$ cat src/rtl/eps_pkg.sv
package eps_pkg;
  typedef enum logic [3:0] {
    ST_IDLE, ST_RAMP, ST_SETUP, ST_PULSE, ST_HOLD,
    ST_VERIFY, ST_DROP, ST_FINAL, ST_DONE
  } eps_state_e;

  function automatic int imax(int a, int b);
    return (a > b) ? a : b;
  endfunction
endpackage

$ cat src/rtl/eps_timer.sv
module eps_timer #(
  parameter int W = 8
) (
  input  logic         clk_i,
  input  logic         rst_ni,
  input  logic         load_i,
  input  logic [W-1:0] value_i,
  output logic         expired_o
);
  logic [W-1:0] cnt_q;

  always_ff @(posedge clk_i or negedge rst_ni) begin
    if (!rst_ni)             cnt_q <= '0;
    else if (load_i)         cnt_q <= value_i;
    else if (cnt_q != '0)    cnt_q <= cnt_q - 1'b1;
  end

  assign expired_o = (cnt_q == '0);
endmodule

$ cat src/rtl/eps_counters.sv
module eps_counters #(
  parameter int ADDR_W     = 16,
  parameter int MAX_PULSES = 25,
  localparam int CNT_W     = $clog2(MAX_PULSES + 1)
) (
  input  logic              clk_i,
  input  logic              rst_ni,
  input  logic              addr_clr_i,
  input  logic              addr_inc_i,
  input  logic              pulse_clr_i,
  input  logic              pulse_inc_i,
  output logic [ADDR_W-1:0] addr_o,
  output logic              last_o,
  output logic              at_max_o
);
  logic [ADDR_W-1:0] addr_q;
  logic [CNT_W-1:0]  pulse_q;

  always_ff @(posedge clk_i or negedge rst_ni) begin
    if (!rst_ni)         addr_q <= '0;
    else if (addr_clr_i) addr_q <= '0;
    else if (addr_inc_i) addr_q <= addr_q + 1'b1;
  end

  always_ff @(posedge clk_i or negedge rst_ni) begin
    if (!rst_ni)          pulse_q <= '0;
    else if (pulse_clr_i) pulse_q <= '0;
    else if (pulse_inc_i) pulse_q <= pulse_q + 1'b1;
  end

  assign addr_o   = addr_q;
  assign last_o   = (addr_q == '1);
  assign at_max_o = (pulse_q >= CNT_W'(MAX_PULSES));
endmodule

$ cat src/rtl/eps_cmp.sv
module eps_cmp #(
  parameter int DATA_W = 16
) (
  input  logic [DATA_W-1:0] target_i,
  input  logic [DATA_W-1:0] read_i,
  output logic              match_o,
  output logic              bad_zero_o
);
  assign match_o    = (target_i == read_i);
  // a cleared cell cannot be set again
  assign bad_zero_o = |(target_i & ~read_i);
endmodule

$ cat src/rtl/eprom_prog_seq.sv
module eprom_prog_seq
  import eps_pkg::*;
#(
  parameter int ADDR_W     = 16,
  parameter int DATA_W     = 16,
  parameter int CLK_MHZ    = 50,
  parameter int SETUP_US   = 2,
  parameter int HOLD_US    = 2,
  parameter int PULSE_US   = 100,
  parameter int MAX_PULSES = 25,
  parameter int SETTLE_CYC = 100,
  parameter int READ_CYC   = 4
) (
  input  logic              clk_i,
  input  logic              rst_ni,
  input  logic              start_i,
  output logic [ADDR_W-1:0] src_addr_o,
  input  logic [DATA_W-1:0] src_data_i,
  output logic              done_o,
  output logic              pass_o,
  output logic              fail_o,
  output logic [ADDR_W-1:0] dev_addr_o,
  output logic [DATA_W-1:0] dev_data_o,
  output logic              dev_drive_o,
  input  logic [DATA_W-1:0] dev_data_i,
  output logic              dev_ce_no,
  output logic              dev_oe_no,
  output logic              dev_pgm_no,
  output logic              vpp_hi_o,
  output logic              vcc_hi_o
);
  localparam int SETUP_CYC = imax(1, CLK_MHZ * SETUP_US);
  localparam int HOLD_CYC  = imax(1, CLK_MHZ * HOLD_US);
  localparam int PULSE_CYC = imax(1, CLK_MHZ * PULSE_US);
  localparam int SETTLE_C  = imax(1, SETTLE_CYC);
  localparam int READ_C    = imax(1, READ_CYC);
  localparam int MAX_T     = imax(imax(imax(SETUP_CYC, HOLD_CYC), imax(PULSE_CYC, SETTLE_C)), READ_C);
  localparam int TMR_W     = imax(1, $clog2(MAX_T + 1));

  localparam logic [TMR_W-1:0] LD_SETUP  = TMR_W'(SETUP_CYC - 1);
  localparam logic [TMR_W-1:0] LD_HOLD   = TMR_W'(HOLD_CYC - 1);
  localparam logic [TMR_W-1:0] LD_PULSE  = TMR_W'(PULSE_CYC - 1);
  localparam logic [TMR_W-1:0] LD_SETTLE = TMR_W'(SETTLE_C - 1);
  localparam logic [TMR_W-1:0] LD_READ   = TMR_W'(READ_C - 1);

  eps_state_e state_q, state_d;

  logic             tmr_load, tmr_exp;
  logic [TMR_W-1:0] tmr_val;
  logic             addr_clr, addr_inc, pulse_clr, pulse_inc;
  logic             last, at_max, match, bad_zero;
  logic             set_pass, set_fail, clr_res;
  logic             pass_q, fail_q;
  logic [ADDR_W-1:0] addr;

  eps_timer #(.W(TMR_W)) u_timer (
    .clk_i, .rst_ni, .load_i(tmr_load), .value_i(tmr_val), .expired_o(tmr_exp)
  );

  eps_counters #(.ADDR_W(ADDR_W), .MAX_PULSES(MAX_PULSES)) u_cnt (
    .clk_i, .rst_ni,
    .addr_clr_i(addr_clr), .addr_inc_i(addr_inc),
    .pulse_clr_i(pulse_clr), .pulse_inc_i(pulse_inc),
    .addr_o(addr), .last_o(last), .at_max_o(at_max)
  );

  eps_cmp #(.DATA_W(DATA_W)) u_cmp (
    .target_i(src_data_i), .read_i(dev_data_i),
    .match_o(match), .bad_zero_o(bad_zero)
  );

  always_comb begin
    state_d   = state_q;
    tmr_load  = 1'b0;
    tmr_val   = '0;
    addr_clr  = 1'b0;
    addr_inc  = 1'b0;
    pulse_clr = 1'b0;
    pulse_inc = 1'b0;
    set_pass  = 1'b0;
    set_fail  = 1'b0;
    clr_res   = 1'b0;
    unique case (state_q)
      ST_IDLE: if (start_i) begin
        state_d = ST_RAMP; tmr_load = 1'b1; tmr_val = LD_SETTLE;
        addr_clr = 1'b1; pulse_clr = 1'b1; clr_res = 1'b1;
      end
      ST_RAMP: if (tmr_exp) begin
        state_d = ST_SETUP; tmr_load = 1'b1; tmr_val = LD_SETUP;
      end
      ST_SETUP: if (tmr_exp) begin
        state_d = ST_PULSE; tmr_load = 1'b1; tmr_val = LD_PULSE; pulse_inc = 1'b1;
      end
      ST_PULSE: if (tmr_exp) begin
        state_d = ST_HOLD; tmr_load = 1'b1; tmr_val = LD_HOLD;
      end
      ST_HOLD: if (tmr_exp) begin
        state_d = ST_VERIFY; tmr_load = 1'b1; tmr_val = LD_READ;
      end
      ST_VERIFY: if (tmr_exp) begin
        if (match) begin
          tmr_load = 1'b1;
          if (last) begin
            state_d = ST_DROP; tmr_val = LD_SETTLE;
          end else begin
            state_d = ST_SETUP; tmr_val = LD_SETUP;
            addr_inc = 1'b1; pulse_clr = 1'b1;
          end
        end else if (bad_zero || at_max) begin
          state_d = ST_DONE; set_fail = 1'b1;
        end else begin
          state_d = ST_SETUP; tmr_load = 1'b1; tmr_val = LD_SETUP;
        end
      end
      ST_DROP: if (tmr_exp) begin
        state_d = ST_FINAL; tmr_load = 1'b1; tmr_val = LD_READ; addr_clr = 1'b1;
      end
      ST_FINAL: if (tmr_exp) begin
        if (!match) begin
          state_d = ST_DONE; set_fail = 1'b1;
        end else if (last) begin
          state_d = ST_DONE; set_pass = 1'b1;
        end else begin
          tmr_load = 1'b1; tmr_val = LD_READ; addr_inc = 1'b1;
        end
      end
      ST_DONE: state_d = ST_IDLE;
      default: state_d = ST_IDLE;
    endcase
  end

  always_ff @(posedge clk_i or negedge rst_ni) begin
    if (!rst_ni) state_q <= ST_IDLE;
    else         state_q <= state_d;
  end

  always_ff @(posedge clk_i or negedge rst_ni) begin
    if (!rst_ni) begin
      pass_q <= 1'b0;
      fail_q <= 1'b0;
    end else if (clr_res) begin
      pass_q <= 1'b0;
      fail_q <= 1'b0;
    end else begin
      if (set_pass) pass_q <= 1'b1;
      if (set_fail) fail_q <= 1'b1;
    end
  end

  logic prog_phase;
  assign prog_phase = (state_q == ST_RAMP) || (state_q == ST_SETUP) || (state_q == ST_PULSE) ||
                      (state_q == ST_HOLD) || (state_q == ST_VERIFY);

  assign src_addr_o  = addr;
  assign dev_addr_o  = addr;
  assign dev_data_o  = src_data_i;
  assign dev_drive_o = (state_q == ST_SETUP) || (state_q == ST_PULSE) || (state_q == ST_HOLD);
  assign dev_ce_no   = !(dev_drive_o || (state_q == ST_VERIFY) || (state_q == ST_FINAL));
  assign dev_oe_no   = !((state_q == ST_VERIFY) || (state_q == ST_FINAL));
  assign dev_pgm_no  = (state_q != ST_PULSE);
  assign vpp_hi_o    = prog_phase;
  assign vcc_hi_o    = prog_phase;
  assign done_o      = (state_q == ST_DONE);
  assign pass_o      = pass_q;
  assign fail_o      = fail_q;
endmodule

$ cat config.mk
export PLATFORM = sky130hd
export DESIGN_NAME = eprom_prog_seq
export DESIGN_NICKNAME = d
export VERILOG_FILES = /design/src/rtl/eps_pkg.sv /design/src/rtl/eps_timer.sv /design/src/rtl/eps_counters.sv /design/src/rtl/eps_cmp.sv /design/src/rtl/eprom_prog_seq.sv
export SDC_FILE = /design/constraint.sdc
export NUM_CORES = 1
export LEC_CHECK = 0
export BUFFER_PORTS_ARGS = -buffer_cell sky130_fd_sc_hd__buf_2
export CORE_UTILIZATION = 51
export DETAILED_ROUTE_END_ITERATION = 8
export PLACE_DENSITY = 0.84
export REMOVE_ABC_BUFFERS = 1
export SYNTH_ARGS = -nofsm -noshare
export SYNTH_HDL_FRONTEND = slang
export SYNTH_SLANG_ARGS = --single-unit
$ cat constraint.sdc
create_clock -name clk_i -period 3.53 [get_ports clk_i]
set_input_delay 0.353 -clock clk_i [delete_from_list [all_inputs] [get_ports clk_i]]
set_output_delay 0.353 -clock clk_i [all_outputs]
set_load 0.02 [all_outputs]
==> out/qor.txt <==
number of synthesized flops with an enable pin - 0
DRT Wirelength - 6270 µm
CP max-delay cell - or4_1
PortBufs - 91
fmax - 0.317 GHz
peak supply drop - 0.172 mV
DIE WIDTH - 76.2 µm
minimum clock period - 3150 ps
Final Cycle Share - 0.893
reg-to-reg endpoint - u_cnt.pulse_q[3]
final core utilization - 0.614
# Post-CTS Setup Buffers - 0
fin nets - 436
worst-path fanout max - 11
Fillers - 440
dominant synthesized flop cell - dfrtp_1
Post-synth ARST share - 1.00
Hold Violations, Final - 0
routability congestion estimate from global placement - 0.832
DRC - 0
P per Cell Area - 405 nW/µm²
Hold Crit Class - input pin to asynchronous set/reset pin
Total GRT Usage - 0.227
Setup violations, final - 0
first-pass GRT wire length - 10600 µm
worst reg-to-reg setup slack - 380 ps
YS warnings - 0
clock sinks - 40
Max Cap Viol - 0
Design Area, Final - 3200 µm²
Worst Setup Start Kind - register
sequential-to-total area share from yosys stat - 0.357
CP required - 3680 ps
WS Path Type - register to register
final count of pins violating max slew - 0
vias - 2497
Placeable Area - 5200 µm²
CTS buffer count - 5
layout cell share with drive strength beyond 1 - 0.285
root buffer selected by CTS - clkbuf_8
worst slew pin tran - 891 ps
Slew HR - 0.406
Area growth, synth to finish - 13.9%
number of I/O pins - 92
Via density - 5.52
Power, Total - 1.29 mW
Synth top cells by count - dfrtp_1 (40), buf_4 (33), nor2_1 (31)
TritonCTS clock tree - built
post-route ant nets - 0
FF-to-FF Start - u_timer.cnt_q[0]
status - completed
area leader, netlist - dfrtp_1
count leader, synth - dfrtp_1
starting DRC count in detailed routing - 136
Starting Density - 0.539
clock slew at reported path FFs - 80 ps
Synth top area share - 0.357
WL/cell - 13.9 µm
cts repair resizes - 0
cell breakdown of the critical path - inv_1, ha_1, or4b_1, or4_1, or3_1, o21ai_0, nor2_1
slowest stage delay, CP - 680 ps
worst r2r path cells - 7
Site Rows - 26
initial antenna violation count - 0
clock buffer depth - 2
largest net degree at the start of global routing - 41
Detailed Place HPWL - 4780 µm
Post-Syn Area - 2810 µm²
Clock Latency Late Sink - 290 ps
Post-Syn Instances - 324
H-tree depth - 2
# diodes - 0
post-synth cell types - 40
placed cell area - 3090 µm²
Post-CTS Hold Buffers - 0
clk_skew - 5.60 ps
1st-pass router iterations - 4
Die Span Y - 76.2 µm
Avg Cell Area, Syn - 8.67 µm²
vias in the first global route - 2359
leakage - 1.58 nW
GRT overflow - 0
register bit total from synthesis - 40
ranking of synthesized cells by area - dfrtp_1 (36%), ha_1 (8.9%), buf_4 (8.8%), xnor2_1 (4.4%), nor2_1 (4.1%)
TNS Setup - 0 ps
RSZ-0062 raised after global routing - false
Worst EP arrival - 3310 ps
die area - 5810 µm²
critical path endpoint category - register
[where the power goes]
| part | switching (mW) | internal [mW] |
|---|---|---|
| registers | 0.0693 | 0.522 |
| logic | 0.190 | 0.144 |
| clock network | 0.159 | 0.210 |
| total | 0.418 | 0.877 |
[worst max-delay path by stage]
stage | from | endpoint | slack (ps) | cells past startpoint
final | u_timer.cnt_q[0] | u_cnt.pulse_q[3] | 380 | 7
after global routing | u_timer.cnt_q[0] | u_cnt.pulse_q[3] | 190 | 7
after CTS | u_timer.cnt_q[0] | u_cnt.pulse_q[3] | 350 | 7
after detailed placement | u_timer.cnt_q[0] | u_cnt.pulse_q[3] | 380 | 7
after global placement | u_timer.cnt_q[0] | u_cnt.addr_o[14] | 530 | 7
after floorplan | u_timer.cnt_q[0] | u_cnt.addr_o[0] | 490 | 7
[stage by stage]
| stage | hold slack, ps | cells | worst slack [ps] |
|---|---|---|---|
| final | 178 | 452 | 378 |
| after global routing | 241 | 452 | 195 |
| after CTS | 205 | 452 | 354 |
| after detailed placement | 494 | 444 | 380 |
| after global placement | 485 | 444 | 526 |
| after floorplan | 57.4 | 277 | 487 |
[cells by family (layout without fill, tap and decap cells)]
family,Yosys count,count (layout),share of synthesized area
DFF,40,40,0.357
xor gates and xnor gates,20,20,0.0624
adders and majority gates,20,20,0.0891
buffers and inverters,69,127,0.138
muxes,4,4,0.0147
AOI/OAI and AO/OA,42,42,0.0909
and+or+nand+nor,129,129,0.248
[critical path, delay by kind of cell (launching register included)]
kind / cells / cell delay [ps]
AO/OA/AOI/OAI: 1 / 520
buffers and inverters: 1 / 90
flip-flops: 1 / 380
AND/OR/NAND/NOR: 4 / 1850
adder cells (fa/ha/maj): 1 / 180
[final cells by class]
class	instances	area, µm²	share of cell area
Multi-Input combinational cell	215	1420	0.444
Inverter	22	82.6	0.0258
Tap cell	70	87.6	0.0274
Clock inverter	2	35.0	0.0110
Clock buffer	6	72.6	0.0227
Timing Repair Buffer	97	500	0.156
Sequential cell	40	1000	0.313
[state kept, by name, summed over array words and instances, names as in the netlist]
name	count
pass_o	1
u_cnt.addr_o	16
u_cnt.pulse_q	5
fail_o	1
u_timer.cnt_q	13
state_q	4
[layout by cell type (no fill, tap or decap), types with 2 or more instances in the layout]
cell / synthesis / final
ha_1: 20 / 20
nor4_1: 15 / 15
nor4b_1: 3 / 3
nand4_1: 11 / 11
and4_1: 2 / 2
o31ai_1: 5 / 5
and3_1: 2 / 2
nand3_1: 10 / 10
dfrtp_1: 40 / 40
inv_1: 22 / 22
nor2b_1: 2 / 2
xnor2_1: 14 / 14
o31a_1: 2 / 2
xor2_1: 6 / 6
a21oi_1: 11 / 11
a31oi_1: 2 / 2
or4_1: 7 / 7
clkbuf_8: 0 / 5
o21ai_0: 15 / 15
nor3_1: 7 / 7
nand2b_1: 2 / 2
nand2_1: 18 / 18
buf_2: 3 / 91
o21a_1: 3 / 3
or3_1: 10 / 10
nor2_1: 31 / 31
or2_2: 3 / 3
buf_4: 33 / 6
mux2i_1: 3 / 3
nand3b_1: 2 / 2
[per-layer routing]
| layer | global-route usage | up-vias | wire length [µm] |
|---|---|---|---|
| met4 | 0.110 | 0 | 141 |
| met3 | 0.0371 | 13 | 358 |
| li1 | - | 1226 | - |
| met1 | 0.275 | 1158 | 2600 |
| met5 | 0 | - | 0 |
| met2 | 0.393 | 100 | 3170 |
Note: power is estimated with default switching activity, not from simulation.
